## config.mk

```make
export PLATFORM = sky130hd
export DESIGN_NAME = xfer_unit
export DESIGN_NICKNAME = d
export VERILOG_FILES = /design/src/rtl/xfer_pkg.sv /design/src/rtl/xfer_rdmux.sv /design/src/rtl/xfer_regs.sv /design/src/rtl/xfer_seq.sv /design/src/rtl/xfer_unit.sv
export SDC_FILE = /design/constraint.sdc
export NUM_CORES = 1
export LEC_CHECK = 0
export ABC_AREA = 1
export BUFFER_PORTS_ARGS = -buffer_cell sky130_fd_sc_hd__buf_2
export CORE_ASPECT_RATIO = 0.75
export CORE_MARGIN = 3
export CORE_UTILIZATION = 45
export CTS_CLUSTER_DIAMETER = 150
export CTS_CLUSTER_SIZE = 10
export DETAILED_ROUTE_END_ITERATION = 8
export HOLD_SLACK_MARGIN = 0.12
export PLACE_DENSITY = 0.66
export RECOVER_POWER = 50
export SLEW_MARGIN = 10
export SYNTH_ARGS = -nofsm -noshare
export SYNTH_HDL_FRONTEND = slang
export SYNTH_HIERARCHICAL = 1
export SYNTH_SLANG_ARGS = --single-unit
```

## constraint.sdc

```tcl
create_clock -name clk -period 5 [get_ports clk]
set_input_delay 0.5 -clock clk [delete_from_list [all_inputs] [get_ports clk]]
set_output_delay 0.5 -clock clk [all_outputs]
set_load 0.02 [all_outputs]
```

## src/rtl/xfer_pkg.sv

```systemverilog
package xfer_pkg;
  typedef enum logic [2:0] {
    RC_A  = 3'd0,
    RC_DB = 3'd1,
    RC_X  = 3'd2,
    RC_Y  = 3'd3,
    RC_DP = 3'd4,
    RC_U  = 3'd5,
    RC_S  = 3'd6,
    RC_PC = 3'd7
  } rcode_e;

  typedef enum logic {
    OP_SWAP = 1'b0,
    OP_COPY = 1'b1
  } op_e;

  // both opcodes of the pair share bits 7:1
  localparam logic [6:0] OPC_XFER_HI = 7'h1F;
endpackage

```

## src/rtl/xfer_rdmux.sv

```systemverilog
module xfer_rdmux #(
  parameter int DW = 8
) (
  input  logic [2:0]      code,
  input  logic [DW-1:0]   a,
  input  logic [DW-1:0]   b,
  input  logic [2*DW-1:0] x,
  input  logic [2*DW-1:0] y,
  input  logic [2*DW-1:0] u,
  input  logic [2*DW-1:0] s,
  input  logic [2*DW-1:0] pc,
  output logic [2*DW-1:0] val
);
  import xfer_pkg::*;
  localparam int WW = 2 * DW;

  always_comb begin
    unique case (rcode_e'(code))
      RC_A:    val = {{DW{1'b0}}, a};
      RC_DB:   val = {a, b};
      RC_X:    val = x;
      RC_Y:    val = y;
      RC_DP:   val = '0;
      RC_U:    val = u;
      RC_S:    val = s;
      RC_PC:   val = pc;
      default: val = {WW{1'b0}};
    endcase
  end
endmodule

```

## src/rtl/xfer_regs.sv

```systemverilog
module xfer_regs #(
  parameter int DW = 8
) (
  input  logic                  clk,
  input  logic                  rst_n,
  input  logic                  wr_en,
  input  xfer_pkg::rcode_e      wr_code,
  input  logic [2*DW-1:0]       wr_data,
  input  logic                  tp_wr,
  input  logic [2:0]            tp_idx,
  input  logic [2*DW-1:0]       tp_data,
  output logic [DW-1:0]         a_q,
  output logic [DW-1:0]         b_q,
  output logic [2*DW-1:0]       x_q,
  output logic [2*DW-1:0]       y_q,
  output logic [DW-1:0]         dp_q,
  output logic [2*DW-1:0]       u_q,
  output logic [2*DW-1:0]       s_q,
  output logic [2*DW-1:0]       pc_q
);
  import xfer_pkg::*;

  logic [DW-1:0]   a_n, b_n, dp_n;
  logic [2*DW-1:0] x_n, y_n, u_n, s_n, pc_n;

  always_comb begin
    a_n  = a_q;
    b_n  = b_q;
    dp_n = dp_q;
    x_n  = x_q;
    y_n  = y_q;
    u_n  = u_q;
    s_n  = s_q;
    pc_n = pc_q;
    if (wr_en) begin
      unique case (wr_code)
        RC_A:  a_n  = wr_data[DW-1:0];
        RC_DB: b_n  = wr_data[DW-1:0];
        RC_X:  x_n  = wr_data;
        RC_Y:  y_n  = wr_data;
        RC_DP: ;
        RC_U:  u_n  = wr_data;
        RC_S:  s_n  = wr_data;
        RC_PC: pc_n = wr_data;
        default: ;
      endcase
    end else if (tp_wr) begin
      unique case (tp_idx)
        3'd0: a_n  = tp_data[DW-1:0];
        3'd1: b_n  = tp_data[DW-1:0];
        3'd2: x_n  = tp_data;
        3'd3: y_n  = tp_data;
        3'd4: dp_n = tp_data[DW-1:0];
        3'd5: u_n  = tp_data;
        3'd6: s_n  = tp_data;
        3'd7: pc_n = tp_data;
        default: ;
      endcase
    end
  end

  always_ff @(posedge clk or negedge rst_n) begin
    if (!rst_n) begin
      a_q  <= '0;
      b_q  <= '0;
      dp_q <= '0;
      x_q  <= '0;
      y_q  <= '0;
      u_q  <= '0;
      s_q  <= '0;
      pc_q <= '0;
    end else if (wr_en || tp_wr) begin
      a_q  <= a_n;
      b_q  <= b_n;
      dp_q <= dp_n;
      x_q  <= x_n;
      y_q  <= y_n;
      u_q  <= u_n;
      s_q  <= s_n;
      pc_q <= pc_n;
    end
  end

  // only the test port may change the direct-page byte
  assert_dp_hold_R5: assert property (@(posedge clk) disable iff (!rst_n)
    !tp_wr |=> $stable(dp_q));

  // a write through the D/B code never disturbs A
  assert_b_only_R4: assert property (@(posedge clk) disable iff (!rst_n)
    (wr_en && wr_code == RC_DB) |=> $stable(a_q));
endmodule

```

## src/rtl/xfer_seq.sv

```systemverilog
module xfer_seq #(
  parameter int DW       = 8,
  parameter int COPY_CYC = 2,
  parameter int SWAP_CYC = 3
) (
  input  logic                  clk,
  input  logic                  rst_n,
  input  logic                  start,
  input  logic [7:0]            opcode,
  input  logic [7:0]            postbyte,
  input  logic [2*DW-1:0]       rd_first,
  input  logic [2*DW-1:0]       rd_second,
  output logic                  busy,
  output logic                  done,
  output logic                  wr_en,
  output xfer_pkg::rcode_e      wr_code,
  output logic [2*DW-1:0]       wr_data
);
  import xfer_pkg::*;

  localparam int MAXC = (SWAP_CYC > COPY_CYC) ? SWAP_CYC : COPY_CYC;
  localparam int CW   = $clog2(MAXC) + 1;
  localparam logic [CW-1:0] LAST_CP = CW'(COPY_CYC - 1);
  localparam logic [CW-1:0] LAST_SW = CW'(SWAP_CYC - 1);
  localparam logic [CW-1:0] PEN_SW  = CW'(SWAP_CYC - 2);

  logic            busy_q, busy_n;
  logic            done_q, done_n;
  logic [CW-1:0]   cnt_q, cnt_n;
  op_e             op_q;
  rcode_e          c1_q, c2_q;
  logic [2*DW-1:0] v1_q, v2_q;
  logic            accept;
  logic [CW-1:0]   last;

  assign accept = start && !busy_q && (opcode[7:1] == OPC_XFER_HI);
  assign last   = (op_q == OP_COPY) ? LAST_CP : LAST_SW;

  // write schedule: swap writes the first register one cycle before the end
  always_comb begin
    wr_en   = 1'b0;
    wr_code = c2_q;
    wr_data = v1_q;
    if (busy_q) begin
      if (cnt_q == last) begin
        wr_en = 1'b1;
      end else if (op_q == OP_SWAP && cnt_q == PEN_SW) begin
        wr_en   = 1'b1;
        wr_code = c1_q;
        wr_data = v2_q;
      end
    end
  end

  always_comb begin
    busy_n = busy_q;
    done_n = 1'b0;
    cnt_n  = cnt_q;
    if (accept) begin
      busy_n = 1'b1;
      cnt_n  = '0;
    end else if (busy_q) begin
      if (cnt_q == last) begin
        busy_n = 1'b0;
        done_n = 1'b1;
      end else begin
        cnt_n = cnt_q + 1'b1;
      end
    end
  end

  always_ff @(posedge clk or negedge rst_n) begin
    if (!rst_n) begin
      busy_q <= 1'b0;
      done_q <= 1'b0;
      cnt_q  <= '0;
    end else begin
      busy_q <= busy_n;
      done_q <= done_n;
      cnt_q  <= cnt_n;
    end
  end

  always_ff @(posedge clk or negedge rst_n) begin
    if (!rst_n) begin
      op_q <= OP_SWAP;
      c1_q <= RC_A;
      c2_q <= RC_A;
      v1_q <= '0;
      v2_q <= '0;
    end else if (accept) begin
      op_q <= op_e'(postbyte[7]);
      c1_q <= rcode_e'(postbyte[2:0]);
      c2_q <= rcode_e'(postbyte[6:4]);
      v1_q <= rd_first;
      v2_q <= rd_second;
    end
  end

  assign busy = busy_q;
  assign done = done_q;

  assert_done_pulse_R9: assert property (@(posedge clk) disable iff (!rst_n)
    done_q |=> !done_q);

  assert_done_idle_R9: assert property (@(posedge clk) disable iff (!rst_n)
    done_q |-> !busy_q);

  assert_cnt_range_R8: assert property (@(posedge clk) disable iff (!rst_n)
    busy_q |-> (cnt_q <= last));

  assert_wr_in_busy_R8: assert property (@(posedge clk) disable iff (!rst_n)
    wr_en |-> busy_q);

  assert_busy_ignores_start_R11: assert property (@(posedge clk) disable iff (!rst_n)
    (busy_q && cnt_q != last) |=> (busy_q && $stable(op_q) && $stable(v1_q)));
endmodule

```

## src/rtl/xfer_unit.sv

```systemverilog
module xfer_unit #(
  parameter int DW       = 8,
  parameter int COPY_CYC = 2,
  parameter int SWAP_CYC = 3
) (
  input  logic              clk,
  input  logic              rst_n,
  input  logic              start,
  input  logic [7:0]        opcode,
  input  logic [7:0]        postbyte,
  output logic              busy,
  output logic              done,
  input  logic              tp_wr,
  input  logic [2:0]        tp_idx,
  input  logic [2*DW-1:0]   tp_data,
  output logic [DW-1:0]     reg_a,
  output logic [DW-1:0]     reg_b,
  output logic [2*DW-1:0]   reg_x,
  output logic [2*DW-1:0]   reg_y,
  output logic [DW-1:0]     reg_dp,
  output logic [2*DW-1:0]   reg_u,
  output logic [2*DW-1:0]   reg_s,
  output logic [2*DW-1:0]   reg_pc
);
  import xfer_pkg::*;
  localparam int WW    = 2 * DW;
  localparam int NSEL  = 2;

  logic          rst_meta, rst_sync;
  logic [2:0]    sel_code [NSEL];
  logic [WW-1:0] sel_val  [NSEL];
  logic          wr_en;
  rcode_e        wr_code;
  logic [WW-1:0] wr_data;
  logic          tp_wr_ok;

  always_ff @(posedge clk or negedge rst_n) begin
    if (!rst_n) begin
      rst_meta <= 1'b0;
      rst_sync <= 1'b0;
    end else begin
      rst_meta <= 1'b1;
      rst_sync <= rst_meta;
    end
  end

  assign sel_code[0] = postbyte[2:0];
  assign sel_code[1] = postbyte[6:4];

  for (genvar g = 0; g < NSEL; g++) begin : g_rd
    xfer_rdmux #(.DW(DW)) u_rd (
      .code (sel_code[g]),
      .a    (reg_a),
      .b    (reg_b),
      .x    (reg_x),
      .y    (reg_y),
      .u    (reg_u),
      .s    (reg_s),
      .pc   (reg_pc),
      .val  (sel_val[g])
    );
  end

  xfer_seq #(.DW(DW), .COPY_CYC(COPY_CYC), .SWAP_CYC(SWAP_CYC)) u_seq (
    .clk       (clk),
    .rst_n     (rst_sync),
    .start     (start),
    .opcode    (opcode),
    .postbyte  (postbyte),
    .rd_first  (sel_val[0]),
    .rd_second (sel_val[1]),
    .busy      (busy),
    .done      (done),
    .wr_en     (wr_en),
    .wr_code   (wr_code),
    .wr_data   (wr_data)
  );

  assign tp_wr_ok = tp_wr && !busy;

  xfer_regs #(.DW(DW)) u_regs (
    .clk     (clk),
    .rst_n   (rst_sync),
    .wr_en   (wr_en),
    .wr_code (wr_code),
    .wr_data (wr_data),
    .tp_wr   (tp_wr_ok),
    .tp_idx  (tp_idx),
    .tp_data (tp_data),
    .a_q     (reg_a),
    .b_q     (reg_b),
    .x_q     (reg_x),
    .y_q     (reg_y),
    .dp_q    (reg_dp),
    .u_q     (reg_u),
    .s_q     (reg_s),
    .pc_q    (reg_pc)
  );

  // a start with a foreign opcode never raises busy
  assert_foreign_opcode_R1: assert property (@(posedge clk) disable iff (!rst_sync)
    (!busy && start && opcode[7:1] != OPC_XFER_HI) |=> !busy);
endmodule

```

==> results.toml <==
[outcome]
status = "complete, but fails checks"
violations = "capacitance limit, slew limit"

[synthesis]
yosys-top-cells-count = "415 x nand2_1, 150 x dfrtp_1, 134 x inv_1"
ys_types = 33
async_flop_share = 1.000
yosysSeqAreaShare = 0.4082
ys_warn_count = 6
yosys-top-cells-area = "dfrtp_1 41%, nand2_1 17%, nand4_1 7.8%"
ys_ff_latch = 150
synth_ff_type = "dfrtp_1"
syn_inst = 1278
synth.most_common_cell = "nand2_1"
synth-edff-count = 0
synth_area_per_cell_sq_um = 7.195
syn_nets = 1319
synth_top_cell_area_share = 0.4082
netlist_area_sq_um = 9195
yosysTopAreaCell = "dfrtp_1"

[sta]
clock_skew_ns = 0.01009
hold_viol_final = 0
fin_crit_ns = 3.762
worstMarginPinSlew_ns = 1.827
rsz0062_at_grt = "no"
finalMaxSlewViolations = 44
finalSetupTns_ns = 0
layout_worst_path_cycle_share = 0.7524
clock.fmax_mhz = 265.8
slew-limit-headroom = -0.2177
setup_violations = 0

[setup_path]
crit_type = "flop to flop"
cp_common_cell = "nand2_1"
path_buf_inv = 2
r2r_setup_slack_ns = 1.24
worstSetupStartpointType = "flop"
crit_arrival_ns = 4.13
cp_slowest_cell = "a21oi_2"
path_cells = "inv_2, nand2_1, nand2_1, nand3_1, a21oi_2, inv_6, nor2_4, nand2_2, nand2_4, nand2_1, nand2_1"
worstPathRequired_ns = 5.36
end_kind = "flop"
rr_startpoint = "u_seq/cnt_q[1]"
critical-path-top-delay-family = "simple AND/OR/NAND/NOR gates"
reg2reg_depth = 11
crit_fanout = 26
reg2reg_to = "u_regs/x_q[4]"
max_stage_delay_ns = 1.01

[floorplanning]
die_area_sq_um = 22200
die_width_um = 171.1
core-area_sq_um = 19710
boundaryPins = 145
die_y_um = 129.8
rows = 44
initial_core_util = 0.4665

[routing]
wirelength_mm = 30.64
via_count = 9287
drt-initial-drc-count = 1230
ant_nets = 0
vias_per_cell = 5.659
drt_pass1_iterations = 6
drcViolationCount = 0
detail_route.wl_per_cell_um = 18.67

[global_route]
grt_pass1_vias = 8410
gr-usage-met1 = 0.4175
grt_pass1_wl_mm = 48.00
grt_overflow = 0
grt_use_met2 = 0.4109
grtUsageMet3 = 0.05300
grt_max_degree = 59
antenna_found_initial = 0
gr-max-usage-layer = "met1"
grtUsageTotal = 0.2807

[layout]
areaGrowthSynthToFinish_pct = 11.78
drive_gt1_frac = 0.1340
final_area_sq_um = 10280
num_antenna_cells = 0
final_nets = 1416

[power_and_ir_drop]
powerDensity_nw_per_um2 = 387.1
peakVddDrop_mv = 0.1809
leakagePower_uw = 0.005313

[clock_tree]
clk_latency_ns = 0.43
cts_tree = "yes"
cts_made_buffers = 17
h-tree-depth = 4
clockBufferDepth = 2
cts_resized = 0
clk_pin_slew_worst_paths_ns = 0.06
cts.sinks = 150
cts-root-buf = "clkbuf_16"

[hold_path]
hold_class = "primary input to flop"
min_from = "postbyte[7]"
hold_path_depth = 3
min_to = "u_seq/op_q"

[placed_design]
place_congestion = 0.9247
dpl_cell_area_sq_um = 9822
place_hpwl_mm = 21.48
port_buffers = 142

[run]
drv_cap = 1
[report_power, final]
part,internal (uW),switching (uW)
registers,1410,280
clock network,790,543
logic,277,675
[flip-flops by register name, summed over array words and instances, names as in the netlist, 16 cells and up]
register / cells
u_regs/pc_q: 16
u_regs/s_q: 16
u_regs/u_q: 16
u_regs/x_q: 16
u_regs/y_q: 16
u_seq/v1_q: 16
u_seq/v2_q: 16
[placed cells by master (no fill, tap or decap), types with 2 or more instances in the layout]
cell type   instances
bufinv_16           3
nor2_1            117
clkinvlp_4          5
buf_4               4
clkbuf_2            2
o21ai_4             2
nor2_2              3
a21oi_1             2
clkinv_4            2
nand2_4             3
nand3_2             5
clkinv_1            2
o21ai_0            10
ha_1                2
o21ai_2            41
nand4_1           115
nor3_2              2
clkbuf_1          100
clkbuf_16          17
inv_6               4
nand2_2            28
nand3b_1            2
nand3_1           124
nand3_4             5
inv_2              12
dfrtp_1           150
nand2_1           415
buf_2              43
inv_1             134
o21ai_1            26
[logic make-up (layout without fill, tap and decap cells)]
logic type / count (synthesis) / count (layout) / synth area share
AND/OR/NAND/NOR: 821 / 821 / 0.4126
buffers and inverters: 221 / 331 / 0.1113
flip-flops: 150 / 150 / 0.4082
AO/OA/AOI/OAI: 82 / 82 / 0.06382
adder cells (fa/ha/maj): 2 / 2 / 0.002721
other: 1 / 1 / 0.0004078
XOR/XNOR: 1 / 1 / 0.0009527
[layer usage]
layer,wire length (um),vias to the layer above
met1,13790,4376
li1,-,4308
met5,0,-
met3,2953,61
met4,822,0
met2,13080,542
[how the worst max path moves through the flow]
| stage | from | to | cells past startpoint |
|---|---|---|---|
| after global placement | u_seq/cnt_q[1] | u_regs/x_q[4] | 13 |
| final | u_seq/cnt_q[1] | u_regs/x_q[4] | 11 |
| after detailed placement | u_seq/cnt_q[1] | u_regs/pc_q[4] | 13 |
| after global routing | u_seq/op_q | u_regs/a_q[3] | 10 |
| after floorplan | rst_sync | u_regs/a_q[0] | 0 |
| after CTS | u_seq/cnt_q[1] | u_regs/x_q[2] | 13 |
[metrics by stage]
stage | hold slack (ns) | total power, uW | std cells | util | worst slack [ns]
final | 0.3221 | 3979 | 1641 | 0.5215 | 1.238
after CTS | 0.3079 | 4034 | 1641 | 0.5296 | 2.077
after detailed placement | 0.2864 | 2693 | 1608 | 0.4983 | 2.093
after global routing | 0.3263 | 4185 | 1641 | 0.5215 | 0.9532
after global placement | 0.2849 | 2674 | 1608 | 0.4983 | 2.154
after floorplan | 0.2044 | 2289 | 1278 | - | 0.5111
[final cells by class]
class,instances,area (sq um)
multi-input combinational,907,4397
inverter,150,569.3
sequential,150,3754
tap,253,316.6
fill,1994,9430
clock inverter,14,176.4
timing repair buffer,149,636.9
clock buffer,18,429.2
[what timing repair did]
action,CTS,global route
hold buffers,1,0
hold endpoints to repair,2,0
buffers inserted,0,0
[tightest hold or removal path: cells and delay by family]
kind | cells | cell delay (ns)
buf+inv | 2 | 0.15
compound gates | 1 | 0.06
Power figures use the tool's default switching activity.
